**config.mk**
```make
export PLATFORM = sky130hd
export DESIGN_NAME = scratch_swap
export DESIGN_NICKNAME = d
export VERILOG_FILES = /design/src/rtl/scratch_swap.sv
export SDC_FILE = /design/constraint.sdc
export NUM_CORES = 1
export LEC_CHECK = 0
export BUFFER_PORTS_ARGS = -buffer_cell sky130_fd_sc_hd__buf_2
export CORE_MARGIN = 3
export CORE_UTILIZATION = 41
export CTS_CLUSTER_DIAMETER = 200
export DETAILED_ROUTE_END_ITERATION = 12
export GPL_ROUTABILITY_DRIVEN = 0
export PLACE_DENSITY = 0.8
export SYNTH_ARGS = -nofsm -noshare
export SYNTH_HDL_FRONTEND = slang
export SYNTH_SLANG_ARGS = --single-unit
```
**constraint.sdc**
```tcl
create_clock -name clk -period 1.8 [get_ports clk]
set_clock_uncertainty 0.2 [all_clocks]
set_input_delay 0.09 -clock clk [delete_from_list [all_inputs] [get_ports clk]]
set_output_delay 0.09 -clock clk [all_outputs]
set_load 0.05 [all_outputs]
```
**src/rtl/scratch_swap.sv**
```systemverilog
module scratch_swap #(
  parameter int DW = 8,
  parameter int CW = 9
) (
  input  logic          clk,
  input  logic          rst_n,
  input  logic          rd_stb,
  input  logic          wr_stb,
  input  logic [DW-1:0] wr_data,
  input  logic          swap_en,
  input  logic [CW-1:0] rx_level,
  input  logic [CW-1:0] tx_level,
  output logic [DW-1:0] rd_data
);
  localparam logic [1:0] SEL_ALT = 2'b11;
  localparam logic [1:0] SEL_TX  = 2'b01;

  logic [DW-1:0] scr_q;
  logic [1:0]    sel_q;
  logic          on_tx_q;
  logic [DW-1:0] rx_sat, tx_sat;
  logic          pick_tx;

  generate
    if (CW > DW) begin : g_sat
      assign rx_sat = (|rx_level[CW-1:DW]) ? {DW{1'b1}} : rx_level[DW-1:0];
      assign tx_sat = (|tx_level[CW-1:DW]) ? {DW{1'b1}} : tx_level[DW-1:0];
    end else if (CW == DW) begin : g_same
      assign rx_sat = rx_level;
      assign tx_sat = tx_level;
    end else begin : g_ext
      assign rx_sat = {{(DW-CW){1'b0}}, rx_level};
      assign tx_sat = {{(DW-CW){1'b0}}, tx_level};
    end
  endgenerate

  assign pick_tx = (sel_q == SEL_TX) || ((sel_q == SEL_ALT) && on_tx_q);
  assign rd_data = !swap_en ? scr_q : (pick_tx ? tx_sat : rx_sat);

  always_ff @(posedge clk or negedge rst_n) begin
    if (!rst_n) begin
      scr_q   <= {DW{1'b1}};
      sel_q   <= 2'b00;
      on_tx_q <= 1'b0;
    end else begin
      if (wr_stb && !swap_en) scr_q <= wr_data;
      if (wr_stb && swap_en) begin
        sel_q   <= wr_data[1:0];
        on_tx_q <= 1'b0;
      end else if (rd_stb && swap_en && sel_q == SEL_ALT) begin
        on_tx_q <= ~on_tx_q;
      end
    end
  end


  scr_hold_chk: assert property (@(posedge clk) disable iff (!rst_n)
    swap_en |=> scr_q == $past(scr_q));


  sel_hold_chk: assert property (@(posedge clk) disable iff (!rst_n)
    !swap_en |=> sel_q == $past(sel_q));


  ptr_clear_chk: assert property (@(posedge clk) disable iff (!rst_n)
    (wr_stb && swap_en) |=> !on_tx_q);


  ptr_flip_chk: assert property (@(posedge clk) disable iff (!rst_n)
    (rd_stb && !wr_stb && swap_en && sel_q == SEL_ALT) |=> on_tx_q != $past(on_tx_q));


  ptr_still_chk: assert property (@(posedge clk) disable iff (!rst_n)
    (!wr_stb && !(rd_stb && swap_en && sel_q == SEL_ALT)) |=> $stable(on_tx_q));


  sat_rx_chk: assert property (@(posedge clk) disable iff (!rst_n)
    (swap_en && !pick_tx && rx_level >= CW'(1 << DW) && CW > DW) |-> rd_data == {DW{1'b1}});
endmodule

```
==> flow_metrics.env, run 1 <==
export IMPL_status="finished, violations left"
export IMPL_violations="setup timing"
export IMPL_initial_core_util_pct=45.9
export IMPL_global_route_usage_met1_pct=21.4
export IMPL_grt_busiest_layer="met2"
export IMPL_tightestPinTransition_ns=0.230
export IMPL_viasPerCell=5.03
export IMPL_holdCritPathClass="in -> async"
export IMPL_syn_cell_area_um2=627
export IMPL_ant_nets=0
export IMPL_die_w_um=45.1
export IMPL_cp_slowest_cell="dfrtp_1"
export IMPL_fmax_ghz=0.542
export IMPL_ir_drop_v=0.000430
export IMPL_dpl_cell_area_um2=833
export IMPL_drive_gt1_share_pct=71.6
export IMPL_routed_wl_mm=1.56
export IMPL_path_max_fanout=8
export IMPL_seq_area_um2=285
export IMPL_crit_type="reg -> out"
export IMPL_cts_htree_levels=1
export IMPL_grtUsageTotal_pct=17.1
export IMPL_syn_inst=49
export IMPL_io_pins=39
export IMPL_tritoncts="done"
export IMPL_firstDrtPassIters=2
export IMPL_root_buffer="clkbuf_4"
export IMPL_use_met2_pct=27.7
export IMPL_finalCriticalPeriod_ns=1.84
export IMPL_cap_violations=0
export IMPL_grtUsageMet3_pct=2.79
export IMPL_fillCellCount=94
export IMPL_clockBufferDepth=2
export IMPL_mostFrequentLayoutCells="30 x buf_2, 9 x mux2_2, 9 x dlygate4sd3_1"
export IMPL_post_route_period_util_pct=102
export IMPL_grt_pass1_vias=587
export IMPL_path_clk_slew_ns=0.07
export IMPL_reg2reg_slack_ns=0.55
export IMPL_p_leak_nw=0.468
export IMPL_setup_viol=8
export IMPL_numPortBuffers=38
export IMPL_drcViolationCount=0
export IMPL_synthDistinctLibCells=17
export IMPL_max_slew_margin_pct=84.7
export IMPL_final_common_cell="buf_2"
export IMPL_antenna_found_initial=0
export IMPL_crit_path_end_kind="primary output"
export IMPL_synth_seq_cells=11
export IMPL_p_per_area_mw_per_mm2=798
export IMPL_path_cells="nand2b_4 > a211o_4 > o221a_1 > buf_6"
export IMPL_report_final_slew_viol_count=0
export IMPL_nets=134
export IMPL_num_antenna_cells=0
export IMPL_coreArea_mm2=0.00137
export IMPL_final_area_mm2=0.00102
export IMPL_grt_pass1_wl_mm=2.49
export IMPL_clk_latency_ns=0.26
export IMPL_synth_nets=80
export IMPL_finalHoldViolCount=0
export IMPL_dieArea_mm2=0.00203
export IMPL_crit_buf_inv=1
export IMPL_grt_max_degree=14
export IMPL_grt_overflow_total=0
export IMPL_utilization_pct=74.8
export IMPL_drt_iter0_drc=4
export IMPL_dp_hpwl_mm=1.09
export IMPL_synth_warnings=0
export IMPL_worstPathRequired_ns=1.51
export IMPL_vias=589
export IMPL_worstPathArrival_ns=1.55
export IMPL_area_growth_pct=63.1
export IMPL_cts_sinks=11
export IMPL_seq_area_frac_synth_pct=45.5
export IMPL_multi_input_area_um2=328
export IMPL_cpLargestDelayFamily="compound AO/OA/AOI/OAI gates"
export IMPL_rsz0062_at_grt="yes"
export IMPL_die_height_um=45.1
export IMPL_crit_path_start_kind="register"
export IMPL_cts_made_buffers=3
export IMPL_wl_per_cell_um=13.4
export IMPL_slowest_delay_ns=0.38
export IMPL_fp_row_count=13
export IMPL_setup_ws_ns=-0.0438
export IMPL_postSynthAreaPerCell_um2=12.8
## routing by layer
| layer | vias to the layer above | share of wire [%] |
|---|---|---|
| li1 | 293 | - |
| met4 | 0 | 1.3 |
| met3 | 4 | 6.9 |
| met1 | 272 | 39 |
| met2 | 20 | 53 |
| met5 | - | 0 |
## where the power goes
group	switching, W	internal [W]
Combinational	0.000165	0.000164
Clock	0.0000774	0.0000856
Sequential	0.0000219	0.000302
Total	0.000264	0.000552
## cell type report
type	count	share of cell area, %
Tap cell	15	1.84
Clock buffer	4	2.57
Timing Repair Buffer	51	35.3
Multi-Input combinational cell	35	32.1
Sequential cell	11	27.9
Inverter	1	0.367
## logic make-up (layout without fill, tap and decap cells)
logic type	count (synthesis)	after routing	share of synthesized area, %
multiplexers	10	10	18.0
buffers and inverters	3	56	2.20
flip-flops	11	11	45.5
AND/OR/NAND/NOR	14	14	15.0
AO/OA/AOI/OAI	11	11	19.4
## worst paths after layout
| path | startpoint | endpoint | depth (start not counted) |
|---|---|---|---|
| max in group asynchronous | rst_n | scr_q[6] | 2 |
| worst min-delay path | rst_n | sel_q[0] | 2 |
| worst min register to register | sel_q[0] | sel_q[0] | 1 |
| min in group clk | wr_stb | sel_q[0] | 3 |
| worst max register to register | on_tx_q | on_tx_q | 4 |
| worst max-delay path | on_tx_q | rd_data[3] | 4 |
## synth_stat cells
cell type  number  area, um2
nand2b_4        1       13.8
inv_2           1       3.75
nand2_1         1       3.75
a22o_1          1       8.76
dfstp_2         8        210
and3_1          1       6.26
o221a_1         8       90.1
or2_2           8       50.1
a211o_4         1       17.5
nor2b_1         1       6.26
nor3_1          1       5.00
dfrtp_1         3       75.1
mux2_2          9        101
nand4b_1        1       8.76
o21ai_0         1       5.00
mux2_1          1       11.3
buf_2           2       10.0
## state kept, by name, summed over array words and instances (netlist names)
name,count
on_tx_q,1
scr_q,8
sel_q,2
## through the flow
step	TNS, ns	power (W)	instances	setup WS (ns)	hold WS (ns)
after floorplan	0	0.000519	49	0.224	-0.406
final	-0.261	0.000816	117	-0.0438	0.0110
after global placement	0	0.000589	101	0.200	-0.239
after detailed placement	0	0.000595	101	0.183	-0.238
after global routing	-0.800	0.000861	117	-0.107	0.0294
after CTS	-0.197	0.000815	116	-0.0306	0.00978
## timing repair
| action | CTS | global route |
|---|---|---|
| endpoints found under the setup margin | 8 | 8 |
| setup buffers | 2 | 1 |
| endpoints found under the hold margin | 21 | 0 |
| hold buffers | 9 | 0 |
| pin swaps | 9 | 5 |
| resized for setup | 16 | 0 |
(Power assumes the default switching activity.)
==> run 2: changes to the inputs <==
--- a/config.mk
+++ b/config.mk
@@ -14,2 +14,3 @@
 export PLACE_DENSITY = 0.8
+export SKIP_LAST_GASP = 1
 export SYNTH_ARGS = -nofsm -noshare
==> constraint.sdc (replaced) <==
create_clock -name clk -period 1.8 [get_ports clk]
set_clock_uncertainty 0.2 [all_clocks]
set_input_delay 0 -clock clk [delete_from_list [all_inputs] [get_ports clk]]
set_output_delay 0 -clock clk [all_outputs]
set_load 0.05 [all_outputs]
==> flow_metrics.env, run 2 (synthesized netlist as in run 1, its figures left out) <==
export IMPL_worstPathArrival_ns=1.58
export IMPL_finalHoldViolCount=0
export IMPL_cts_htree_levels=1
export IMPL_fmax_ghz=0.561
export IMPL_post_route_period_util_pct=99.1
export IMPL_nets=139
export IMPL_drive_gt1_share_pct=67.3
export IMPL_path_cells="nand2b_4 > a211o_4 > o221a_1 > buf_6"
export IMPL_top_register="scr_q"
export IMPL_cts_made_buffers=3
export IMPL_holdCritPathClass="in -> async"
export IMPL_internal_power_w=0.000563
export IMPL_clockBufferDepth=2
export IMPL_multi_input_area_um2=328
export IMPL_crit_buf_inv=1
export IMPL_slowest_delay_ns=0.40
export IMPL_status="finished, final reports clean"
export IMPL_dieArea_mm2=0.00203
export IMPL_area_growth_pct=71.9
export IMPL_max_slew_margin_pct=87.6
export IMPL_cts_sinks=11
export IMPL_reg2reg_slack_ns=0.22
export IMPL_finalCriticalPeriod_ns=1.78
export IMPL_drt_iter0_drc=3
export IMPL_vias=617
export IMPL_crit_path_end_kind="primary output"
export IMPL_reg2reg_from="sel_q[1]"
export IMPL_reg_top3="scr_q: 8 flops, sel_q: 2 flops, on_tx_q: 1 flops"
export IMPL_routed_wl_mm=1.64
export IMPL_path_max_fanout=8
export IMPL_p_comb_share_pct=41.1
export IMPL_crit_type="reg -> out"
export IMPL_drcViolationCount=0
export IMPL_clockPowerShare_pct=19.6
export IMPL_ant_nets=0
export IMPL_r2r_cells=2
export IMPL_ir_drop_v=0.000438
export IMPL_p_per_area_mw_per_mm2=770
export IMPL_rsz0062_at_grt="yes"
export IMPL_p_sw_share_pct=32.1
export IMPL_wl_per_cell_um=13.5
export IMPL_dp_hpwl_mm=1.09
export IMPL_antenna_found_initial=0
export IMPL_crit_path_start_kind="register"
export IMPL_cpLargestDelayFamily="compound AO/OA/AOI/OAI gates"
export IMPL_firstDrtPassIters=4
export IMPL_largest_reg_flops=8
export IMPL_place_inst=101
export IMPL_cp_slowest_cell="dfrtp_1"
export IMPL_viasPerCell=5.06
export IMPL_p_leak_nw=0.489
export IMPL_rr_endpoint="sel_q[1]"
export IMPL_final_common_cell="buf_2"
export IMPL_initial_core_util_pct=45.9
export IMPL_seq_area_um2=285
export IMPL_grt_pass1_vias=582
export IMPL_cap_violations=0
export IMPL_utilization_pct=78.8
export IMPL_coreArea_mm2=0.00137
export IMPL_p_switching_w=0.000266
export IMPL_io_pins=39
export IMPL_die_height_um=45.1
export IMPL_root_buffer="clkbuf_4"
export IMPL_tightestPinTransition_ns=0.187
export IMPL_grt_overflow_total=0
export IMPL_die_w_um=45.1
export IMPL_grt_max_degree=14
export IMPL_setup_viol=0
export IMPL_path_clk_slew_ns=0.07
export IMPL_clk_latency_ns=0.26
export IMPL_num_antenna_cells=0
export IMPL_grt_pass1_wl_mm=2.46
export IMPL_worstPathRequired_ns=1.60
export IMPL_setup_ws_ns=0.0168
export IMPL_fillCellCount=88
export IMPL_instances_no_fill=122
export IMPL_numPortBuffers=38
export IMPL_fp_row_count=13
export IMPL_report_final_slew_viol_count=0
export IMPL_mostFrequentLayoutCells="29 x buf_2, 15 x dlygate4sd3_1, 9 x mux2_2"
export IMPL_tritoncts="done"
export IMPL_seqPwrFrac_pct=39.3
export IMPL_grtUsageTotal_pct=17.2
export IMPL_place_ws_ns=0.273
## run 2: cell count changes in the layout (fill, tap and decap cells not counted)
cell / change
buf_2: -1
dlygate4sd3_1: +6
## run 2: per-stage QoR
step,total power (W),hold WS (ns),TNS (ns),cell area (um2)
detailed placement,0.000595,-0.328,0,833
floorplan,0.000519,-0.496,0,627
global placement,0.000589,-0.329,0,833
finish,0.000830,0.117,0,1080
CTS,0.000818,0.116,-0.00901,1050
global route,0.000876,0.141,-0.185,1080
## run 2: layout make-up
| class | instances | area share (%) |
|---|---|---|
| Sequential cell | 11 | 26.5 |
| Multi-Input combinational cell | 35 | 30.4 |
| Tap cell | 15 | 1.74 |
| Clock buffer | 4 | 2.44 |
| Inverter | 1 | 0.348 |
| Timing Repair Buffer | 56 | 38.6 |
## run 2: routing by layer
metal | global-route usage (%) | part of all wire, % | up-vias
met5 | 0 | 0 | -
met4 | 11.7 | 3.2 | 0
met3 | 3.59 | 7.4 | 6
met2 | 27.7 | 48 | 24
met1 | 20.4 | 41 | 278
li1 | - | - | 309
## run 2: worst max path at each step
stage	startpoint	end	depth (start not counted)
after detailed placement	on_tx_q	rd_data[3]	4
after global routing	on_tx_q	rd_data[3]	4
after global placement	on_tx_q	rd_data[3]	4
after CTS	on_tx_q	rd_data[3]	4
after floorplan	on_tx_q	rd_data[0]	3
final	on_tx_q	rd_data[3]	4
## run 2: timing repair
action	CTS	global route
resized for setup	13	5
setup endpoints to repair	8	10
setup buffers	0	2
endpoints found under the hold margin	22	0
hold buffers	15	0
pin swaps	0	5
## run 2: power groups by stage
| stage | Clock [W] | Combinational (W) | Sequential [W] |
|---|---|---|---|
| 2_1_floorplan | 0 | 0.000199 | 0.000320 |
| 6_report | 0.000163 | 0.000341 | 0.000326 |
| 4_1_cts | 0.000167 | 0.000328 | 0.000324 |
| 3_5_place_dp | 0 | 0.000267 | 0.000328 |
| 3_3_place_gp | 0 | 0.000263 | 0.000326 |
| 5_1_grt | 0.000184 | 0.000362 | 0.000330 |
